[config.mk]
export PLATFORM = sky130hd
export DESIGN_NAME = unaligned_byte_seq
export DESIGN_NICKNAME = d
export VERILOG_FILES = /design/src/rtl/ubs_pkg.sv /design/src/rtl/ubs_ctrl.sv /design/src/rtl/ubs_lane_map.sv /design/src/rtl/ubs_load_asm.sv /design/src/rtl/ubs_store_sel.sv /design/src/rtl/unaligned_byte_seq.sv
export SDC_FILE = /design/constraint.sdc
export NUM_CORES = 1
export LEC_CHECK = 0
export ABC_AREA = 1
export CORE_UTILIZATION = 30
export DETAILED_ROUTE_END_ITERATION = 8
export GPL_TIMING_DRIVEN = 0
export MAX_ROUTING_LAYER = met4
export PLACE_DENSITY = 0.52
export SYNTH_ARGS = -nofsm -noshare
export SYNTH_HDL_FRONTEND = slang
export SYNTH_SLANG_ARGS = --single-unit
[constraint.sdc]
create_clock -name clk -period 2.4 [get_ports clk]
set_input_delay 0.36 -clock clk [delete_from_list [all_inputs] [get_ports clk]]
set_output_delay 0.36 -clock clk [all_outputs]
set_load 0.005 [all_outputs]
[src/rtl/ubs_pkg.sv]
package ubs_pkg;
  localparam int BYTE_W     = 8;
  localparam int WORD_BYTES = 4;
  localparam int WORD_W     = BYTE_W * WORD_BYTES;
  localparam int NUM_WORDS  = 2;
  localparam int IDX_W      = $clog2(WORD_BYTES * NUM_WORDS);
  localparam int LANE_W     = $clog2(WORD_BYTES);

  localparam logic [1:0] SZ_HALF  = 2'b00;
  localparam logic [1:0] SZ_DWORD = 2'b10;

  typedef enum logic [1:0] {
    ST_IDLE = 2'd0,
    ST_XFER = 2'd1,
    ST_FIN  = 2'd2
  } seq_state_e;

  typedef struct packed {
    logic [1:0] size;
    logic       write;
    logic       big_end;
    logic       sign_ext;
    logic       unpriv;
  } req_attr_t;

  function automatic logic [IDX_W:0] beats_for(input logic [1:0] sz);
    case (sz)
      SZ_HALF:  return (IDX_W+1)'(2);
      SZ_DWORD: return (IDX_W+1)'(WORD_BYTES * NUM_WORDS);
      default:  return (IDX_W+1)'(WORD_BYTES);
    endcase
  endfunction
endpackage

[src/rtl/ubs_ctrl.sv]
module ubs_ctrl
  import ubs_pkg::*;
#(
  parameter int ADDR_W = 32
) (
  input  logic              clk,
  input  logic              rst_n,
  input  logic              req_valid,
  input  logic [ADDR_W-1:0] req_addr,
  input  req_attr_t         req_attr,
  input  logic              bus_ready,
  input  logic              bus_err,
  output seq_state_e        state,
  output logic [IDX_W-1:0]  idx,
  output logic [ADDR_W-1:0] base,
  output req_attr_t         attr,
  output logic              err_seen,
  output logic              accept,
  output logic              beat,
  output logic              last
);
  seq_state_e        state_q, state_d;
  logic [IDX_W-1:0]  idx_q, idx_d;
  logic [ADDR_W-1:0] base_q;
  req_attr_t         attr_q;
  logic              err_q, err_d;

  assign accept = (state_q == ST_IDLE) && req_valid;
  assign beat   = (state_q == ST_XFER) && bus_ready;
  assign last   = ((IDX_W+1)'(idx_q) + (IDX_W+1)'(1)) == beats_for(attr_q.size);

  always_comb begin
    state_d = state_q;
    idx_d   = idx_q;
    err_d   = err_q;
    unique case (state_q)
      ST_IDLE: begin
        if (req_valid) begin
          state_d = ST_XFER;
          idx_d   = '0;
          err_d   = 1'b0;
        end
      end
      ST_XFER: begin
        if (bus_ready) begin
          if (bus_err) begin
            err_d   = 1'b1;
            state_d = ST_FIN;
          end else if (last) begin
            state_d = ST_FIN;
          end else begin
            idx_d = idx_q + 1'b1;
          end
        end
      end
      ST_FIN:  state_d = ST_IDLE;
      default: state_d = ST_IDLE;
    endcase
  end

  always_ff @(posedge clk or negedge rst_n) begin
    if (!rst_n) begin
      state_q <= ST_IDLE;
      idx_q   <= '0;
      err_q   <= 1'b0;
    end else begin
      state_q <= state_d;
      idx_q   <= idx_d;
      err_q   <= err_d;
    end
  end

  always_ff @(posedge clk or negedge rst_n) begin
    if (!rst_n) begin
      base_q <= '0;
      attr_q <= '0;
    end else if (accept) begin
      base_q <= req_addr;
      attr_q <= req_attr;
    end
  end

  assign state    = state_q;
  assign idx      = idx_q;
  assign base     = base_q;
  assign attr     = attr_q;
  assign err_seen = err_q;
endmodule

[src/rtl/ubs_lane_map.sv]
module ubs_lane_map
  import ubs_pkg::*;
(
  input  logic [IDX_W-1:0]  idx,
  input  logic              half,
  input  logic              big_end,
  output logic [LANE_W-1:0] lane,
  output logic              word_sel
);
  logic [LANE_W-1:0] pos;

  assign pos      = idx[LANE_W-1:0];
  assign word_sel = idx[IDX_W-1];

  always_comb begin
    if (!big_end)
      lane = pos;
    else if (half)
      lane = LANE_W'(1) - pos;
    else
      lane = LANE_W'(WORD_BYTES - 1) - pos;
  end
endmodule

[src/rtl/ubs_load_asm.sv]
module ubs_load_asm
  import ubs_pkg::*;
(
  input  logic              clk,
  input  logic              rst_n,
  input  logic              clr,
  input  logic              take,
  input  logic              commit,
  input  logic              word_sel,
  input  logic [LANE_W-1:0] lane,
  input  logic [BYTE_W-1:0] byte_in,
  input  logic              half,
  input  logic              sign_ext,
  output logic [WORD_W-1:0] res0,
  output logic [WORD_W-1:0] res1
);
  localparam int HALF_W = WORD_W / 2;

  logic [NUM_WORDS-1:0][WORD_W-1:0] stage_q, stage_d;
  logic [NUM_WORDS-1:0][WORD_W-1:0] res_q, res_d;
  logic                             ext_bit;

  always_comb begin
    stage_d = stage_q;
    if (clr)
      stage_d = '0;
    else if (take)
      stage_d[word_sel][int'(lane)*BYTE_W +: BYTE_W] = byte_in;
  end

  assign ext_bit = half && sign_ext && stage_d[0][HALF_W-1];

  always_comb begin
    res_d = res_q;
    if (commit) begin
      res_d[0] = half ? {{HALF_W{ext_bit}}, stage_d[0][HALF_W-1:0]} : stage_d[0];
      res_d[1] = stage_d[1];
    end
  end

  for (genvar w = 0; w < NUM_WORDS; w++) begin : g_word
    always_ff @(posedge clk or negedge rst_n) begin
      if (!rst_n)
        stage_q[w] <= '0;
      else if (clr || take)
        stage_q[w] <= stage_d[w];
    end

    always_ff @(posedge clk or negedge rst_n) begin
      if (!rst_n)
        res_q[w] <= '0;
      else if (commit)
        res_q[w] <= res_d[w];
    end
  end

  assign res0 = res_q[0];
  assign res1 = res_q[1];
endmodule

[src/rtl/ubs_store_sel.sv]
module ubs_store_sel
  import ubs_pkg::*;
(
  input  logic              clk,
  input  logic              rst_n,
  input  logic              load_en,
  input  logic [WORD_W-1:0] wdata0,
  input  logic [WORD_W-1:0] wdata1,
  input  logic              write,
  input  logic              word_sel,
  input  logic [LANE_W-1:0] lane,
  output logic [BYTE_W-1:0] byte_out
);
  logic [NUM_WORDS-1:0][WORD_W-1:0] wd_q;
  logic [NUM_WORDS-1:0][WORD_W-1:0] wd_in;

  assign wd_in[0] = wdata0;
  assign wd_in[1] = wdata1;

  for (genvar w = 0; w < NUM_WORDS; w++) begin : g_hold
    always_ff @(posedge clk or negedge rst_n) begin
      if (!rst_n)
        wd_q[w] <= '0;
      else if (load_en)
        wd_q[w] <= wd_in[w];
    end
  end

  always_comb begin
    byte_out = '0;
    if (write)
      byte_out = wd_q[word_sel][int'(lane)*BYTE_W +: BYTE_W];
  end
endmodule

[src/rtl/unaligned_byte_seq.sv]
module unaligned_byte_seq
  import ubs_pkg::*;
#(
  parameter int ADDR_W = 32
) (
  input  logic              clk,
  input  logic              rst_n,
  input  logic              req_valid,
  input  logic [ADDR_W-1:0] req_addr,
  input  logic [1:0]        req_size,
  input  logic              req_write,
  input  logic [31:0]       req_wdata0,
  input  logic [31:0]       req_wdata1,
  input  logic              req_big_endian,
  input  logic              req_sign_ext,
  input  logic              req_unpriv,
  output logic              busy,
  output logic              done,
  output logic              fault,
  output logic [31:0]       rdata0,
  output logic [31:0]       rdata1,
  output logic              bus_req,
  output logic [ADDR_W-1:0] bus_addr,
  output logic              bus_write,
  output logic [7:0]        bus_wdata,
  output logic              bus_unpriv,
  input  logic              bus_ready,
  input  logic [7:0]        bus_rdata,
  input  logic              bus_err
);
  seq_state_e        state;
  logic [IDX_W-1:0]  idx;
  logic [ADDR_W-1:0] base;
  req_attr_t         attr_in, attr;
  logic              err_seen, accept, beat, last;
  logic [LANE_W-1:0] lane;
  logic              word_sel, half, good_beat, load_take;

  assign attr_in = '{size: req_size, write: req_write, big_end: req_big_endian,
                     sign_ext: req_sign_ext, unpriv: req_unpriv};

  ubs_ctrl #(.ADDR_W(ADDR_W)) u_ctrl (
    .clk(clk), .rst_n(rst_n), .req_valid(req_valid), .req_addr(req_addr),
    .req_attr(attr_in), .bus_ready(bus_ready), .bus_err(bus_err),
    .state(state), .idx(idx), .base(base), .attr(attr), .err_seen(err_seen),
    .accept(accept), .beat(beat), .last(last)
  );

  assign half = (attr.size == SZ_HALF);

  ubs_lane_map u_map (
    .idx(idx), .half(half), .big_end(attr.big_end),
    .lane(lane), .word_sel(word_sel)
  );

  assign good_beat = beat && !bus_err;
  assign load_take = good_beat && !attr.write;

  ubs_load_asm u_load (
    .clk(clk), .rst_n(rst_n), .clr(accept), .take(load_take),
    .commit(load_take && last), .word_sel(word_sel), .lane(lane),
    .byte_in(bus_rdata), .half(half), .sign_ext(attr.sign_ext),
    .res0(rdata0), .res1(rdata1)
  );

  ubs_store_sel u_store (
    .clk(clk), .rst_n(rst_n), .load_en(accept), .wdata0(req_wdata0),
    .wdata1(req_wdata1), .write(attr.write), .word_sel(word_sel),
    .lane(lane), .byte_out(bus_wdata)
  );

  assign bus_req    = (state == ST_XFER);
  assign bus_addr   = base + ADDR_W'(idx);
  assign bus_write  = attr.write;
  assign bus_unpriv = attr.unpriv;

  assign busy  = (state != ST_IDLE);
  assign done  = (state == ST_FIN) && !err_seen;
  assign fault = (state == ST_FIN) && err_seen;
endmodule

==> flow_summary.yaml <==
die:
  fp.dieW_um: 196
  die_height_um: 196
  die-area_um2: 38300
  core_um2: 36800
  top_level_ports: 225
  initial_core_util_pct: 30.6
  num_rows: 70
outcome:
  status: "finished, violations left"
  failed_checks: "setup timing"
grt:
  antenna_found_initial: 1
  grt_max_degree: 104
  grt_pass1_vias: 10804
  grt_usage_pct: 20.9
  grt_pass1_wl_um: 60800
  grt_remaining_overflow: 0
clock_tree:
  cts_buffers: 28
  cts_tree: "done"
  clock_latency_ns: 0.56
  cts.sinks: 236
  cts_max_level: 1
  clk_pin_slew_ns: 0.06
  cts_max_path_buffers: 3
  root_buffer: "clkbuf_16"
synth:
  synth_top_area_share_pct: 52.4
  synth_nets: 1529
  ys_seq_elements: 236
  synth_top_area_cell: "dfrtp_1"
  synthTopCellsByArea: "dfrtp_1 (52%), nand2_1 (18%), nor2_1 (3.3%), nand3_1 (3.1%), o21ai_0 (3.0%)"
  ys_types: 41
  syn-instance-count: 1407
  yosysSeqAreaShare_pct: 52.4
  netlist_area_um2: 11300
  yosysWarningCount: 0
  syn_avg_cell_area_um2: 8.01
sta:
  whs_ns: 0.303
  max-slew-margin-rel_pct: 54.8
  fin_crit_sh_pct: 119
  hold_violations: 0
  fin_crit_ns: 2.86
  fmax_mhz: 350
  slew_violations: 0
  setup_viol: 38
  setup_ws_ns: -0.459
  fin_skew_ns: 0.0227
  rsz0062_at_grt: "yes"
  tightest_slew_ns: 0.677
power:
  sw_frac_of_total_pct: 39.0
  totalPowerFinal_mw: 20.8
  intPower_mw: 12.7
  seqPwrFrac_pct: 29.8
  power.density_nw_per_um2: 1200
  power.share.clock_pct: 22.5
  p_sw_mw: 8.14
  vdd_drop_max_mv: 0.705
  comb_power_share_pct: 47.7
  p_leak_nw: 8.49
placed_design:
  dp_slack_ns: -0.746
  dpl.hpwl_um: 28100
  io_buffers: 224
  gp_congestion: 0.885
worst_setup_path:
  crit_family: "simple AND/OR/NAND/NOR gates"
  crit_slowest_cell: "dfrtp_2"
  startpoint: "u_ctrl.idx[2]"
  cp_data_required_time_ns: 2.04
  crit_buf_inv: 2
  path_class: "register to output port"
  cp_max_fo: 4
  cp-end-kind: "output port"
  max_stage_delay_ns: 0.44
  cpMostUsedCell: "nand2_2"
  critPathArrivalTime_ns: 2.50
  critical_path.cell_chain: "ha_4 > nand2_2 > a21oi_2 > nand2_2 > nor3_4 > nand2_4 > nor2_4 > buf_6 > xor2_2 > buf_2"
  crit-reg2reg-launch: "u_ctrl.idx[0]"
  crit_path_start_kind: "register"
cells_and_area:
  mostFrequentLayoutCells: "nand2_1 (509), dfrtp_1 (232), clkdlybuf4s50_1 (184)"
  seqCellArea_um2: 5910
  multi_input_area_um2: 5710
  drive_above_1_share_pct: 25.7
  fillers: 3580
  area_delta_synth_final_pct: 53.8
  layout.nets: 1885
  mostFrequentLayoutCell: "nand2_1"
run:
  maxCapViolations: 0
detailed_routing:
  dr.pass1.iters: 5
  drc_errors: 0
  antenna_left: 0
  first_iter_violations: 612
  num_vias: 10754
  viasPerCell: 4.78
  post_drt_wl_per_cell_um: 17.6
  totalWireLength_um: 39700
hold_path:
  hold_class: "input pin to async pin"
-- synthesized netlist by cell type (all sizes together) --
library cell and count:
nor4 3, nand3 73, a31oi 9, o211ai 1
nor3b 1, nand4 38, buf 32, o32ai 1
nor2 107, ha 6, xnor2 6, a21oi 26
clkinv 4, o21a 7, and3 21, nor3 24
inv 94, dfrtp 236, clkbuf 32, or2 6
fa 1, and2 6, xor2 24, o21ai 84
nand2 565
-- stage by stage --
step           std cells  setup TNS, ns  instance area (um2)  util (%)
5_1_grt             2252         -15.63                17300      47.1
6_report            2252         -10.33                17300      47.1
3_3_place_gp        2099       -2352.68                14100      38.3
2_1_floorplan       1407              0                11300         -
4_1_cts             2205         -10.65                16200      44.1
3_5_place_dp        2101         -78.18                14200      38.5
-- power groups by stage --
stage	logic, mW	registers, mW	clock network, mW
after detailed placement	7.09	6.18	0
after CTS	8.14	6.17	4.77
after global routing	10.8	6.36	4.94
after floorplan	3.86	5.97	0
after global placement	7.03	6.17	0
final	9.94	6.20	4.70
-- worst register-to-register path, cell delays in order, from the launching register on --
cell and delay, ns:
dfrtp_2 0.40, buf_6 0.12, buf_6 0.10, nand2_4 0.06, nand2_8 0.09, buf_12 0.12, clkinv_8 0.06, buf_12 0.14
buf_8 0.12, ha_4 0.28, buf_12 0.15, buf_6 0.11, nor2_4 0.09, nand3_2 0.09, o21ai_2 0.20, a21oi_2 0.07
a21oi_1 0.16
-- final cells by class --
type	instances	share of cell area, %
tap	468	3.38
timing repair buffer	329	18.2
inverter	98	2.47
buffer	61	3.03
antenna	1	0.0144
clock inverter	8	0.968
clock buffer	42	4.93
sequential	236	34.1
multi-input combinational	1009	32.9
-- state kept, by name, summed over array words and instances, names as in the netlist --
name / count
u_load.stage_q: 64
u_load.res0: 32
u_ctrl.state: 2
u_ctrl.attr: 6
u_ctrl.err_seen: 1
u_load.res1: 32
u_ctrl.idx: 3
u_store.wd_q: 64
u_ctrl.base: 32
-- final timing paths --
| check | cells past startpoint | slack, ns | endpoint |
|---|---|---|---|
| max in group asynchronous | 4 | 0.83 | u_ctrl.idx[2] |
| max reg2reg | 16 | -0.02 | u_load.res0[27] |
| max | 10 | -0.46 | bus_addr[20] |
| min | 2 | 0.30 | u_load.res0[1] |
| min reg2reg | 2 | 0.47 | u_load.res1[14] |
| min in group clk | 3 | 0.33 | u_ctrl.base[12] |
-- per-layer routing --
metal,up-vias,wire length (um),GRT usage [%]
li1,5192,-,-
met1,5182,17600,27.3
met2,312,18900,33.5
met3,68,2010,3.18
met4,0,1130,6.05
met5,-,0,-
-- timing repair --
item                                    4_1_cts  5_1_grt
gates resized for setup                     343      224
hold buffers                                  1        0
cloned                                        1        2
endpoints found under the setup margin      201      135
endpoints found under the hold margin        45        0
pin swaps                                    53      106
setup buffers                                54       48
-- cell families (layout without fill, tap and decap cells) --
logic type               count (synthesis)  in the layout  share of synthesized area (%)
AO/OA/AOI/OAI                          128            128                           6.20
XOR/XNOR                                30             30                           2.33
adder cells (fa/ha/maj)                  7              7                          0.844
buffers and inverters                  162            538                           5.95
flip-flops                             236            236                           52.4
other                                    0              1                              0
AND/OR/NAND/NOR                        844            844                           32.3
No activity file was read; power rests on OpenSTA's default activity.
